### src/rtl/clkgate_pkg.sv
package clkgate_pkg;

    // Register kind within a bank, taken from byte-address bits [3:2]
    typedef enum logic [1:0] {
        REG_SET  = 2'd0,
        REG_CLR  = 2'd1,
        REG_STAT = 2'd2,
        REG_NONE = 2'd3
    } reg_kind_e;

    // Bus response state machine
    typedef enum logic {
        S_IDLE = 1'b0,
        S_RESP = 1'b1
    } bus_state_e;

    // Each bank spans 16 bytes
    localparam int BANK_SPAN_LOG2 = 4;

endpackage

### src/rtl/clkgate_decode.sv
module clkgate_decode
    import clkgate_pkg::*;
#(
    parameter int ADDR_W    = 8,
    parameter int NUM_BANKS = 2
) (
    input  logic [ADDR_W-1:0]    addr,
    output logic [NUM_BANKS-1:0] bank_hit,
    output reg_kind_e            kind
);
    localparam int BF_W = ADDR_W - BANK_SPAN_LOG2;

    logic [BF_W-1:0] bank_field;
    logic            word_ok;

    always_comb begin
        bank_field = addr[ADDR_W-1:BANK_SPAN_LOG2];
        word_ok    = (addr[1:0] == 2'b00);
        kind       = word_ok ? reg_kind_e'(addr[3:2]) : REG_NONE;
    end

    // One compare per bank; an out-of-range bank field matches none
    for (genvar b = 0; b < NUM_BANKS; b++) begin : g_hit
        assign bank_hit[b] = word_ok && (bank_field == BF_W'(b));
    end

endmodule

### src/rtl/clkgate_bank.sv
module clkgate_bank #(
    parameter int BANK_W   = 32,
    parameter int BASE_ID  = 0,
    parameter int NUM_IDS  = 64,
    parameter int LOCK_CNT = 2
) (
    input  logic              clk,
    input  logic              rst_n,
    input  logic              set_we,
    input  logic              clr_we,
    input  logic [BANK_W-1:0] wdata,
    output logic [BANK_W-1:0] gate
);
    for (genvar i = 0; i < BANK_W; i++) begin : g_bit
        localparam int ID = BASE_ID + i;
        if (ID < LOCK_CNT) begin : g_locked
            // Always-running clock
            assign gate[i] = 1'b1;
        end else if (ID >= NUM_IDS) begin : g_absent
            // No peripheral behind this bit
            assign gate[i] = 1'b0;
        end else begin : g_flop
            logic q;
            always_ff @(posedge clk or negedge rst_n) begin
                if (!rst_n) begin
                    q <= 1'b0;
                end else if (set_we && wdata[i]) begin
                    q <= 1'b1;
                end else if (clr_we && wdata[i]) begin
                    q <= 1'b0;
                end
            end
            assign gate[i] = q;
        end
    end

endmodule

### src/rtl/clkgate_bus_fsm.sv
module clkgate_bus_fsm
    import clkgate_pkg::*;
#(
    parameter int DATA_W = 32
) (
    input  logic              clk,
    input  logic              rst_n,
    input  logic              sel,
    input  logic              we,
    input  logic [DATA_W-1:0] rd_word,
    output logic              wr_fire,
    output logic [DATA_W-1:0] rdata,
    output logic              rvalid
);
    bus_state_e state, state_nx;
    logic       rd_req;

    assign rd_req  = sel && !we;
    assign wr_fire = sel && we;

    // State register
    always_ff @(posedge clk or negedge rst_n) begin
        if (!rst_n) begin
            state <= S_IDLE;
        end else begin
            state <= state_nx;
        end
    end

    // Next state
    always_comb begin
        state_nx = state;
        unique case (state)
            S_IDLE: state_nx = rd_req ? S_RESP : S_IDLE;   // read accept / hold
            S_RESP: state_nx = rd_req ? S_RESP : S_IDLE;   // read chain / response done
            default: state_nx = S_IDLE;
        endcase
    end

    // Outputs: read data is captured on the read edge
    always_ff @(posedge clk or negedge rst_n) begin
        if (!rst_n) begin
            rdata <= '0;
        end else if (rd_req) begin
            rdata <= rd_word;
        end
    end

    assign rvalid = (state == S_RESP);

endmodule

### src/rtl/clkgate_regs.sv
module clkgate_regs
    import clkgate_pkg::*;
#(
    parameter int NUM_IDS  = 64,
    parameter int BANK_W   = 32,
    parameter int ADDR_W   = 8,
    parameter int LOCK_CNT = 2
) (
    input  logic               clk,
    input  logic               rst_n,
    input  logic               bus_sel,
    input  logic               bus_we,
    input  logic [ADDR_W-1:0]  bus_addr,
    input  logic [BANK_W-1:0]  bus_wdata,
    output logic [BANK_W-1:0]  bus_rdata,
    output logic               bus_rvalid,
    output logic [NUM_IDS-1:0] gate_en
);
    localparam int NUM_BANKS = (NUM_IDS + BANK_W - 1) / BANK_W;

    logic [NUM_BANKS-1:0] bank_hit;
    reg_kind_e            kind;
    logic                 wr_fire;
    logic [BANK_W-1:0]    bank_gate [NUM_BANKS];
    logic [BANK_W-1:0]    rd_word;

    clkgate_decode #(
        .ADDR_W   (ADDR_W),
        .NUM_BANKS(NUM_BANKS)
    ) u_decode (
        .addr    (bus_addr),
        .bank_hit(bank_hit),
        .kind    (kind)
    );

    for (genvar b = 0; b < NUM_BANKS; b++) begin : g_bank
        logic set_we, clr_we;
        assign set_we = wr_fire && bank_hit[b] && (kind == REG_SET);
        assign clr_we = wr_fire && bank_hit[b] && (kind == REG_CLR);

        clkgate_bank #(
            .BANK_W  (BANK_W),
            .BASE_ID (b * BANK_W),
            .NUM_IDS (NUM_IDS),
            .LOCK_CNT(LOCK_CNT)
        ) u_bank (
            .clk   (clk),
            .rst_n (rst_n),
            .set_we(set_we),
            .clr_we(clr_we),
            .wdata (bus_wdata),
            .gate  (bank_gate[b])
        );
    end

    // Flatten bank bits onto the per-peripheral outputs
    for (genvar n = 0; n < NUM_IDS; n++) begin : g_out
        assign gate_en[n] = bank_gate[n / BANK_W][n % BANK_W];
    end

    // Read mux: only state registers return data
    always_comb begin
        rd_word = '0;
        if (kind == REG_STAT) begin
            for (int b = 0; b < NUM_BANKS; b++) begin
                if (bank_hit[b]) begin
                    rd_word = bank_gate[b];
                end
            end
        end
    end

    clkgate_bus_fsm #(
        .DATA_W(BANK_W)
    ) u_fsm (
        .clk    (clk),
        .rst_n  (rst_n),
        .sel    (bus_sel),
        .we     (bus_we),
        .rd_word(rd_word),
        .wr_fire(wr_fire),
        .rdata  (bus_rdata),
        .rvalid (bus_rvalid)
    );

endmodule

### config.mk
export PLATFORM = sky130hd
export DESIGN_NAME = clkgate_regs
export DESIGN_NICKNAME = d
export VERILOG_FILES = /design/src/rtl/clkgate_pkg.sv /design/src/rtl/clkgate_decode.sv /design/src/rtl/clkgate_bank.sv /design/src/rtl/clkgate_bus_fsm.sv /design/src/rtl/clkgate_regs.sv
export SDC_FILE = /design/constraint.sdc
export NUM_CORES = 1
export LEC_CHECK = 0
export CAP_MARGIN = 20
export CORE_MARGIN = 1
export CORE_UTILIZATION = 25
export DETAILED_ROUTE_END_ITERATION = 8
export DONT_BUFFER_PORTS = 1
export PLACE_DENSITY = 0.43
export RECOVER_POWER = 100
export SYNTH_ARGS = -nofsm -noshare
export SYNTH_HDL_FRONTEND = slang
export SYNTH_HIERARCHICAL = 1
export SYNTH_SLANG_ARGS = --single-unit
export TNS_END_PERCENT = 10
### constraint.sdc
create_clock -name clk -period 1.6 [get_ports clk]
set_clock_uncertainty 0.15 [all_clocks]
set_input_delay 0.16 -clock clk [delete_from_list [all_inputs] [get_ports clk]]
set_output_delay 0.16 -clock clk [all_outputs]
set_load 0.02 [all_outputs]
==> impl_results.html, run 1 <==
<table>
<tr><th>Metric</th><th>Value</th></tr>
<tr><th colspan="2">Timing</th></tr>
<tr><td>Period minus WS final</td><td>1.659 ns</td></tr>
<tr><td>Crit share post-route</td><td>103.7%</td></tr>
<tr><td>Worst setup slack after layout</td><td>-0.05930 ns</td></tr>
<tr><td>Final-layout worst hold slack</td><td>-0.6521 ns</td></tr>
<tr><td>Pins over their slew limit</td><td>0</td></tr>
<tr><td>FMAX</td><td>602.7 MHz</td></tr>
<tr><td>Post-route setup TNS</td><td>-1.829 ns</td></tr>
<tr><td>Final hold violation count</td><td>95</td></tr>
<tr><td>Unrepaired setup endpoints after global routing</td><td>true</td></tr>
<tr><td>Finish-stage setup viols</td><td>63</td></tr>
<tr><th colspan="2">Floorplanning</th></tr>
<tr><td>Initial core utilization</td><td>25.57%</td></tr>
<tr><td>Core region area</td><td>19530 sq um</td></tr>
<tr><td>Site row count</td><td>51</td></tr>
<tr><td>Die Width</td><td>143.3 um</td></tr>
<tr><td>Count of boundary I/O pins</td><td>141</td></tr>
<tr><td>Die outline height</td><td>143.3 um</td></tr>
<tr><td>Area of the die</td><td>20540 sq um</td></tr>
<tr><th colspan="2">Critical path</th></tr>
<tr><td>Setup Crit Path Kind</td><td>input port to flop</td></tr>
<tr><td>Required arrival time at the worst endpoint</td><td>1.69 ns</td></tr>
<tr><td>Launching element type of the critical path</td><td>input port</td></tr>
<tr><td>Worst-path fanout max</td><td>8</td></tr>
<tr><td>Crit path capture type</td><td>flop</td></tr>
<tr><td>Arrival @ worst endpoint</td><td>1.75 ns</td></tr>
<tr><td>Crit path launch</td><td>bus_addr[6]</td></tr>
<tr><td>Startpoint of the lowest-slack register-to-register path</td><td>g_bank[0].u_bank/g_bit[28].g_flop.q</td></tr>
<tr><th colspan="2">Global route</th></tr>
<tr><td>First-pass GRT wire length</td><td>20340 um</td></tr>
<tr><td>Via count of the first global-routing pass</td><td>3287</td></tr>
<tr><td>Global route total overflow</td><td>0</td></tr>
<tr><td>Antenna violations before repair</td><td>0</td></tr>
<tr><td>Pin count of the biggest net entering global routing</td><td>96</td></tr>
<tr><td>Total global routing track utilization</td><td>13.47%</td></tr>
<tr><th colspan="2">Power</th></tr>
<tr><td>Leakage power</td><td>2.370 nW</td></tr>
<tr><td>Largest voltage drop on the vdd net</td><td>421.4 uV</td></tr>
<tr><td>Total power per unit cell area</td><td>831.5 nW/um^2</td></tr>
<tr><th colspan="2">Synth</th></tr>
<tr><td>Top cell type's share of synthesized area</td><td>47.61%</td></tr>
<tr><td>Leading post-synthesis cells by cell area</td><td>dfrtp_1 48%, a22o_1 11%, buf_4 10%</td></tr>
<tr><td>Xor and xnor fraction of the mapped netlist area</td><td>0%</td></tr>
<tr><td>Unique cell type count in the Yosys netlist</td><td>24</td></tr>
<tr><td>Cells after Synth</td><td>455</td></tr>
<tr><td>Fraction of the mapped netlist area in adder cells</td><td>0%</td></tr>
<tr><td>Register bit count reported by yosys</td><td>95</td></tr>
<tr><td>Area of the mapped netlist</td><td>4994 sq um</td></tr>
<tr><td>Number of synthesis warnings</td><td>6</td></tr>
<tr><td>Sequential element share of the synthesized area</td><td>47.61%</td></tr>
<tr><td>Synth Area per Inst</td><td>10.97 sq um</td></tr>
<tr><td>Largest family of logic cells by synthesized area</td><td>buffers and inverters</td></tr>
<tr><td>Simple-gate area share of the yosys netlist</td><td>14.03%</td></tr>
<tr><td>Synth Area in Compound Gates</td><td>14.08%</td></tr>
<tr><td>Multiplexer fraction of the synthesized cell area</td><td>9.396%</td></tr>
<tr><td>Cell accounting for the most synthesized area</td><td>dfrtp_1</td></tr>
<tr><th colspan="2">Routing</th></tr>
<tr><td>WL final</td><td>14010 um</td></tr>
<tr><td>Number of remaining DRC errors</td><td>0</td></tr>
<tr><td>Detail-routed via count per cell</td><td>4.665</td></tr>
<tr><td>1st-pass router iterations</td><td>4</td></tr>
<tr><td>Number of nets with antenna violations after routing</td><td>0</td></tr>
<tr><td>Vias</td><td>3289</td></tr>
<tr><td>Drt first-iter violations</td><td>185</td></tr>
<tr><td>Routed wire per std cell</td><td>19.88 um</td></tr>
<tr><th colspan="2">Clock tree</th></tr>
<tr><td># H-tree levels</td><td>3</td></tr>
<tr><td>Root Buffer Master</td><td>clkbuf_16</td></tr>
<tr><td>Clock input transition at the sequential cells of the worst setup and hold paths</td><td>0.07 ns</td></tr>
<tr><td>Hold bufs inserted after CTS</td><td>34</td></tr>
<tr><td>Clock tree from TritonCTS</td><td>built</td></tr>
<tr><td>Worst-skew pair later-pin latency</td><td>0.34 ns</td></tr>
<tr><td>Clock sink count</td><td>95</td></tr>
<tr><td>Number of buffers created by CTS</td><td>9</td></tr>
<tr><td>Number of buffers between clock root and the deepest sink</td><td>2</td></tr>
<tr><th colspan="2">Finish</th></tr>
<tr><td>Post-layout instance count excluding filler cells</td><td>705</td></tr>
<tr><td>Count of antenna diodes in the layout</td><td>0</td></tr>
<tr><td>Finished Cell Area</td><td>5816 sq um</td></tr>
<tr><td>Fill cell total of the finished layout</td><td>2017</td></tr>
<tr><td>Relative area change from synthesis to final layout</td><td>16.46%</td></tr>
<tr><td>Ratio of cells with drive above 1 in the final layout</td><td>24.09%</td></tr>
<tr><td>Final Net Count</td><td>479</td></tr>
<tr><th colspan="2">Placement</th></tr>
<tr><td>Final GP Congestion</td><td>0.7249</td></tr>
<tr><td>PortBufs</td><td>0</td></tr>
<tr><td>Cell area after placement</td><td>4954 sq um</td></tr>
<tr><td>DPL Wire Length</td><td>8722 um</td></tr>
<tr><td>Number of placed cells counting well taps</td><td>647</td></tr>
<tr><th colspan="2">Hold path</th></tr>
<tr><td>Tightest Hold Check Type</td><td>input port to async pin</td></tr>
<tr><th colspan="2">Run status</th></tr>
<tr><td>Status</td><td>finished with violations</td></tr>
<tr><td>Violations in the final reports</td><td>hold timing, setup timing</td></tr>
<tr><th colspan="2">Job</th></tr>
<tr><td>Max-cap viol count</td><td>0</td></tr>
</table>
-- flip-flops by register name, summed over array words and instances, names as in the netlist --
| name | cells |
|---|---|
| u_fsm/rdata | 32 |
| u_fsm/rvalid | 1 |
| g_bank.u_bank/g_bit.g_flop.q | 62 |
-- timing repair --
item                                    4_1_cts  5_1_grt
endpoints found under the hold margin       158       95
gates resized for setup                       3       23
buffers inserted                              3        1
pin swaps                                     8       47
cloned                                        1        3
endpoints found under the setup margin       64       82
-- critical path, stage by stage --
cell       delay (ns)
or4_4            0.56
nor3b_4          0.25
and3_4           0.26
buf_12           0.13
clkbuf_16        0.14
nand2_1          0.05
a22o_1           0.19
-- placed cells by master, fill, tap and decap left out, types with 3 or more instances in the layout --
cell type,n
clkbuf_1,3
dfrtp_1,95
buf_4,4
nand3b_1,32
a21oi_2,19
dlygate4sd3_1,33
buf_12,16
nand2_1,92
clkbuf_16,12
mux2_4,30
a21oi_1,13
a22o_1,62
-- cell families (layout without fill, tap and decap cells) --
group,Yosys count,after routing
simple gates,139,139
compound gates,94,94
flops,95,95
other cells,1,2
buf+inv,94,78
mux,32,32
-- final timing paths --
kind | end | slack [ns] | cells past startpoint
max | g_bank[1].u_bank/g_bit[0].g_flop.q | -0.06 | 7
min | g_bank[1].u_bank/g_bit[23].g_flop.q | -0.65 | 0
max reg2reg | u_fsm/rdata[28] | 0.37 | 3
min reg2reg | u_fsm/rdata[1] | 0.52 | 1
max in group asynchronous | u_fsm/rdata[8] | 1.77 | 0
min in group clk | u_fsm/rdata[26] | 0.17 | 3
-- per-stage QoR --
| step | hold slack, ns | power (mW) | worst slack (ns) | util [%] |
|---|---|---|---|---|
| floorplan | -0.2856 | 2.558 | -0.3450 | - |
| detailed placement | -0.2826 | 2.573 | -0.4657 | 25.37 |
| global placement | -0.2828 | 2.574 | -0.4210 | 25.37 |
| CTS | -0.6674 | 4.914 | -0.05826 | 29.00 |
| finish | -0.6521 | 4.836 | -0.05930 | 29.78 |
| global route | -0.6778 | 5.040 | -0.07499 | 29.78 |
-- where the power goes --
group,total [mW],switching (mW),internal [mW],leakage [nW]
sequential,2.42,0.0110,2.40,1.33
combinational,0.218,0.113,0.106,0.900
clock,2.20,0.983,1.22,0.144
-- per-layer routing --
metal	up-vias	wire (um)	part of all wire (%)	GRT usage (%)
met4	0	154	1.1	4.311
met2	119	6597	47	21.05
li1	1490	-	-	-
met5	-	0	0	0
met1	1666	6327	45	17.57
met3	14	935	6.7	4.332
-- cell usage after synthesis --
master	number
nor3b_2	1
nand3b_1	32
conb_1	1
nand2b_1	1
mux2_4	29
buf_12	3
and3b_1	2
nor3_1	1
buf_4	67
a22o_1	62
nor2b_1	1
nor2b_4	1
clkbuf_4	1
and2_2	1
mux2_2	3
and3_1	2
dfrtp_1	95
or4_4	1
clkbuf_1	2
buf_6	9
nand2_1	94
a21oi_1	32
buf_2	12
or3_2	2
-- final cells by class --
cell class | count | area (sq um) | area share, %
Clock inverter | 5 | 57.56 | 0.9897
Clock buffer | 11 | 232.7 | 4.002
Timing Repair Buffer | 62 | 829.5 | 14.26
Multi-Input combinational cell | 267 | 1987 | 34.17
Tap cell | 265 | 331.6 | 5.701
Sequential cell | 95 | 2377 | 40.88
Power figures use the tool's default switching activity.
==> run 2, diff against run 1 <==
- BUFFER_PORTS_ARGS: not set -> -buffer_cell sky130_fd_sc_hd__buf_4
- CTS_BUF_LIST: not set -> sky130_fd_sc_hd__clkbuf_8 sky130_fd_sc_hd__clkbuf_16
- DONT_BUFFER_PORTS: 1 -> not set
- PLACE_DENSITY: 0.43 -> 0.49
- SLEW_MARGIN: not set -> 0
==> impl_results.html, run 2 (synthesized netlist as in run 1, its figures left out) <==
<table>
<tr><th>Metric</th><th>Value</th></tr>
<tr><th colspan="2">Run status</th></tr>
<tr><td>Status</td><td>finished with violations</td></tr>
<tr><td>Violations in the final reports</td><td>setup timing</td></tr>
<tr><th colspan="2">Routing</th></tr>
<tr><td>Routed wire per std cell</td><td>16.40 um (-17%)</td></tr>
<tr><td>WL final</td><td>13920 um (-0.64%)</td></tr>
<tr><td>Number of nets with antenna violations after routing</td><td>0 (unchanged)</td></tr>
<tr><td>Vias</td><td>3770 (+15%)</td></tr>
<tr><td>1st-pass router iterations</td><td>4 (unchanged)</td></tr>
<tr><td>Detail-routed via count per cell</td><td>4.441 (-4.8%)</td></tr>
<tr><td>Number of remaining DRC errors</td><td>0 (unchanged)</td></tr>
<tr><td>Drt first-iter violations</td><td>131 (-29%)</td></tr>
<tr><th colspan="2">Global route</th></tr>
<tr><td>Via count of the first global-routing pass</td><td>3887 (+18%)</td></tr>
<tr><td>First-pass GRT wire length</td><td>21840 um (+7.4%)</td></tr>
<tr><td>Global route total overflow</td><td>0 (unchanged)</td></tr>
<tr><td>Total global routing track utilization</td><td>14.16% (+0.69 points)</td></tr>
<tr><td>Antenna violations before repair</td><td>0 (unchanged)</td></tr>
<tr><td>Pin count of the biggest net entering global routing</td><td>44 (-54%)</td></tr>
<tr><th colspan="2">Critical path</th></tr>
<tr><td>Arrival @ worst endpoint</td><td>1.82 ns (+0.07 ns)</td></tr>
<tr><td>Series of cell instances along the critical path</td><td>buf_6, or4_4, nor3b_4, and3_4, buf_12, buf_12, nand2_2, a22o_1</td></tr>
<tr><td>Setup Crit Path Kind</td><td>input port to flop</td></tr>
<tr><td>Max incr delay on CP</td><td>0.55 ns (about the same)</td></tr>
<tr><td>Crit path top cell by count</td><td>buf_12</td></tr>
<tr><td>Launching element type of the critical path</td><td>input port</td></tr>
<tr><td>CP top delay family</td><td>simple AND/OR/NAND/NOR gates</td></tr>
<tr><td>Worst-path fanout max</td><td>7 (-1)</td></tr>
<tr><td>Crit path capture type</td><td>flop</td></tr>
<tr><td>Slowest-stage cell, CP</td><td>or4_4</td></tr>
<tr><td>Number of buffers and inverters on the critical path</td><td>3 (+1)</td></tr>
<tr><td>Required arrival time at the worst endpoint</td><td>1.69 ns (about the same)</td></tr>
<tr><th colspan="2">Finish</th></tr>
<tr><td>Relative area change from synthesis to final layout</td><td>30.87%</td></tr>
<tr><td>Count of antenna diodes in the layout</td><td>0 (unchanged)</td></tr>
<tr><td>Final Net Count</td><td>623 (+30%)</td></tr>
<tr><td>Largest register FFs</td><td>62 (unchanged)</td></tr>
<tr><td>Ratio of cells with drive above 1 in the final layout</td><td>26.88% (+2.8 points)</td></tr>
<tr><td>Top register by number of flip-flops</td><td>g_bank.u_bank/g_bit.g_flop.q</td></tr>
<tr><td>Highest-count cells in the layout ignoring fill and taps</td><td>95 x dfrtp_1, 95 x clkbuf_1, 85 x nand2_1</td></tr>
<tr><td>Utilization of the core after routing</td><td>33.47% (+3.7 points)</td></tr>
<tr><td>Finished Cell Area</td><td>6535 sq um (+12%)</td></tr>
<tr><th colspan="2">Timing</th></tr>
<tr><td>Unrepaired setup endpoints after global routing</td><td>true</td></tr>
<tr><td>Max-slew headroom at the worst pin</td><td>61.64%</td></tr>
<tr><td>Period minus WS final</td><td>1.736 ns (+0.07658 ns)</td></tr>
<tr><td>FMAX</td><td>576.1 MHz (-4.4%)</td></tr>
<tr><td>Finish-stage setup viols</td><td>94 (+49%)</td></tr>
<tr><td>Final-layout worst hold slack</td><td>0.1900 ns (+0.8421 ns)</td></tr>
<tr><td>Worst setup slack after layout</td><td>-0.1359 ns (-0.07658 ns)</td></tr>
<tr><td>Final hold violation count</td><td>0 (-100%)</td></tr>
<tr><td>Crit share post-route</td><td>108.5% (+4.8 points)</td></tr>
<tr><td>Tightest Pin Transition</td><td>0.5754 ns</td></tr>
<tr><td>Pins over their slew limit</td><td>0 (unchanged)</td></tr>
<tr><th colspan="2">Clock tree</th></tr>
<tr><td>Clock tree from TritonCTS</td><td>built</td></tr>
<tr><td>Number of buffers created by CTS</td><td>9 (unchanged)</td></tr>
<tr><td>Clock input transition at the sequential cells of the worst setup and hold paths</td><td>0.07 ns (about the same)</td></tr>
<tr><td>Number of buffers between clock root and the deepest sink</td><td>2 (unchanged)</td></tr>
<tr><td># H-tree levels</td><td>3 (unchanged)</td></tr>
<tr><td>Clock sink count</td><td>95 (unchanged)</td></tr>
<tr><td>Worst-skew pair later-pin latency</td><td>0.34 ns (about the same)</td></tr>
<tr><td>Root Buffer Master</td><td>clkbuf_16</td></tr>
<tr><th colspan="2">Placement</th></tr>
<tr><td>DPL Wire Length</td><td>9310 um (+6.7%)</td></tr>
<tr><td>Final GP Congestion</td><td>0.7412 (+2.2%)</td></tr>
<tr><td>Cell area after placement</td><td>6031 sq um (+22%)</td></tr>
<tr><td>PortBufs</td><td>138 (+138)</td></tr>
<tr><th colspan="2">Power</th></tr>
<tr><td>Largest voltage drop on the vdd net</td><td>447.9 uV (+6.3%)</td></tr>
<tr><td>Total power after layout</td><td>5.148 mW (+6.5%)</td></tr>
<tr><td>Total power per unit cell area</td><td>787.8 nW/um^2 (-5.3%)</td></tr>
<tr><td>Leakage power</td><td>2.740 nW (+16%)</td></tr>
<tr><th colspan="2">Hold path</th></tr>
<tr><td>Tightest Hold Check Type</td><td>input port to async pin</td></tr>
<tr><th colspan="2">Floorplanning</th></tr>
<tr><td>Area of the die</td><td>20540 sq um (unchanged)</td></tr>
<tr><td>Count of boundary I/O pins</td><td>141 (unchanged)</td></tr>
<tr><td>Initial core utilization</td><td>25.57% (unchanged)</td></tr>
<tr><td>Die outline height</td><td>143.3 um (unchanged)</td></tr>
<tr><td>Site row count</td><td>51 (unchanged)</td></tr>
<tr><td>Core region area</td><td>19530 sq um (unchanged)</td></tr>
<tr><td>Die Width</td><td>143.3 um (unchanged)</td></tr>
<tr><th colspan="2">Job</th></tr>
<tr><td>Max-cap viol count</td><td>0 (unchanged)</td></tr>
</table>
[run 2: changes by cell type in the layout (fill, tap and decap cells not counted), sizes merged]
cell | previous run | this run
dlymetal6s4s | 1 | 0
clkbuf | 16 | 110
buf | 23 | 74
bufinv | 1 | 2
clkinv | 3 | 2
[run 2: area by class of cell]
type,count,area (sq um)
Clock buffer,11,252.7
Clock inverter,5,81.33
Fill cell,2066,12990
Multi-Input combinational cell,267,1997
Sequential cell,95,2377
Tap cell,265,331.6
Timing Repair Buffer,206,1495
[run 2: power breakdown]
part / total (mW) / switching [mW] / leakage (nW) / internal [mW]
logic: 0.369 / 0.188 / 1.25 / 0.181
clock network: 2.37 / 0.914 / 0.167 / 1.45
registers: 2.41 / 0.00399 / 1.33 / 2.41
[run 2: what timing repair did]
action	CTS	global route
endpoints found under the hold margin	157	0
gates cloned	1	1
pin swaps	45	11
buffers inserted	4	1
endpoints found under the setup margin	94	94
hold buffers	33	0
resized for setup	23	16
[run 2: routing by layer]
metal,vias to the layer above,track usage (%),routed length [um]
met5,-,0,0
li1,1771,-,-
met2,104,23.62,6748
met3,12,3.166,577
met1,1883,18.18,6383
met4,0,4.423,215
[run 2: stage by stage]
stage | std cells | TNS, ns | worst slack [ns]
3_3_place_gp | 794 | -47.60 | -0.5431
6_report | 849 | -9.180 | -0.1359
4_1_cts | 848 | -8.876 | -0.1356
5_1_grt | 849 | -13.46 | -0.1791
2_1_floorplan | 456 | -27.41 | -0.3450
3_5_place_dp | 794 | -50.14 | -0.5778
[run 2: worst paths after layout]
check	from	end	slack, ns	depth (start not counted)
hold reg to reg	u_fsm/rdata[4]	u_fsm/rdata[4]	0.37	1
setup reg to reg	g_bank[0].u_bank/g_bit[7].g_flop.q	u_fsm/rdata[7]	0.50	3
min in group clk	bus_we	u_fsm/rdata[28]	0.31	5
setup / recovery	bus_addr[7]	g_bank[1].u_bank/g_bit[21].g_flop.q	-0.14	8
hold / removal	rst_n	u_fsm/rdata[30]	0.19	2
max in group asynchronous	rst_n	u_fsm/rdata[16]	0.18	3
[run 2: worst reg2reg max path, cell delays in order, from the launching register on]
cell      delay, ns
dfrtp_1        0.42
nand3b_1       0.10
a21oi_1        0.06
mux2_4         0.25
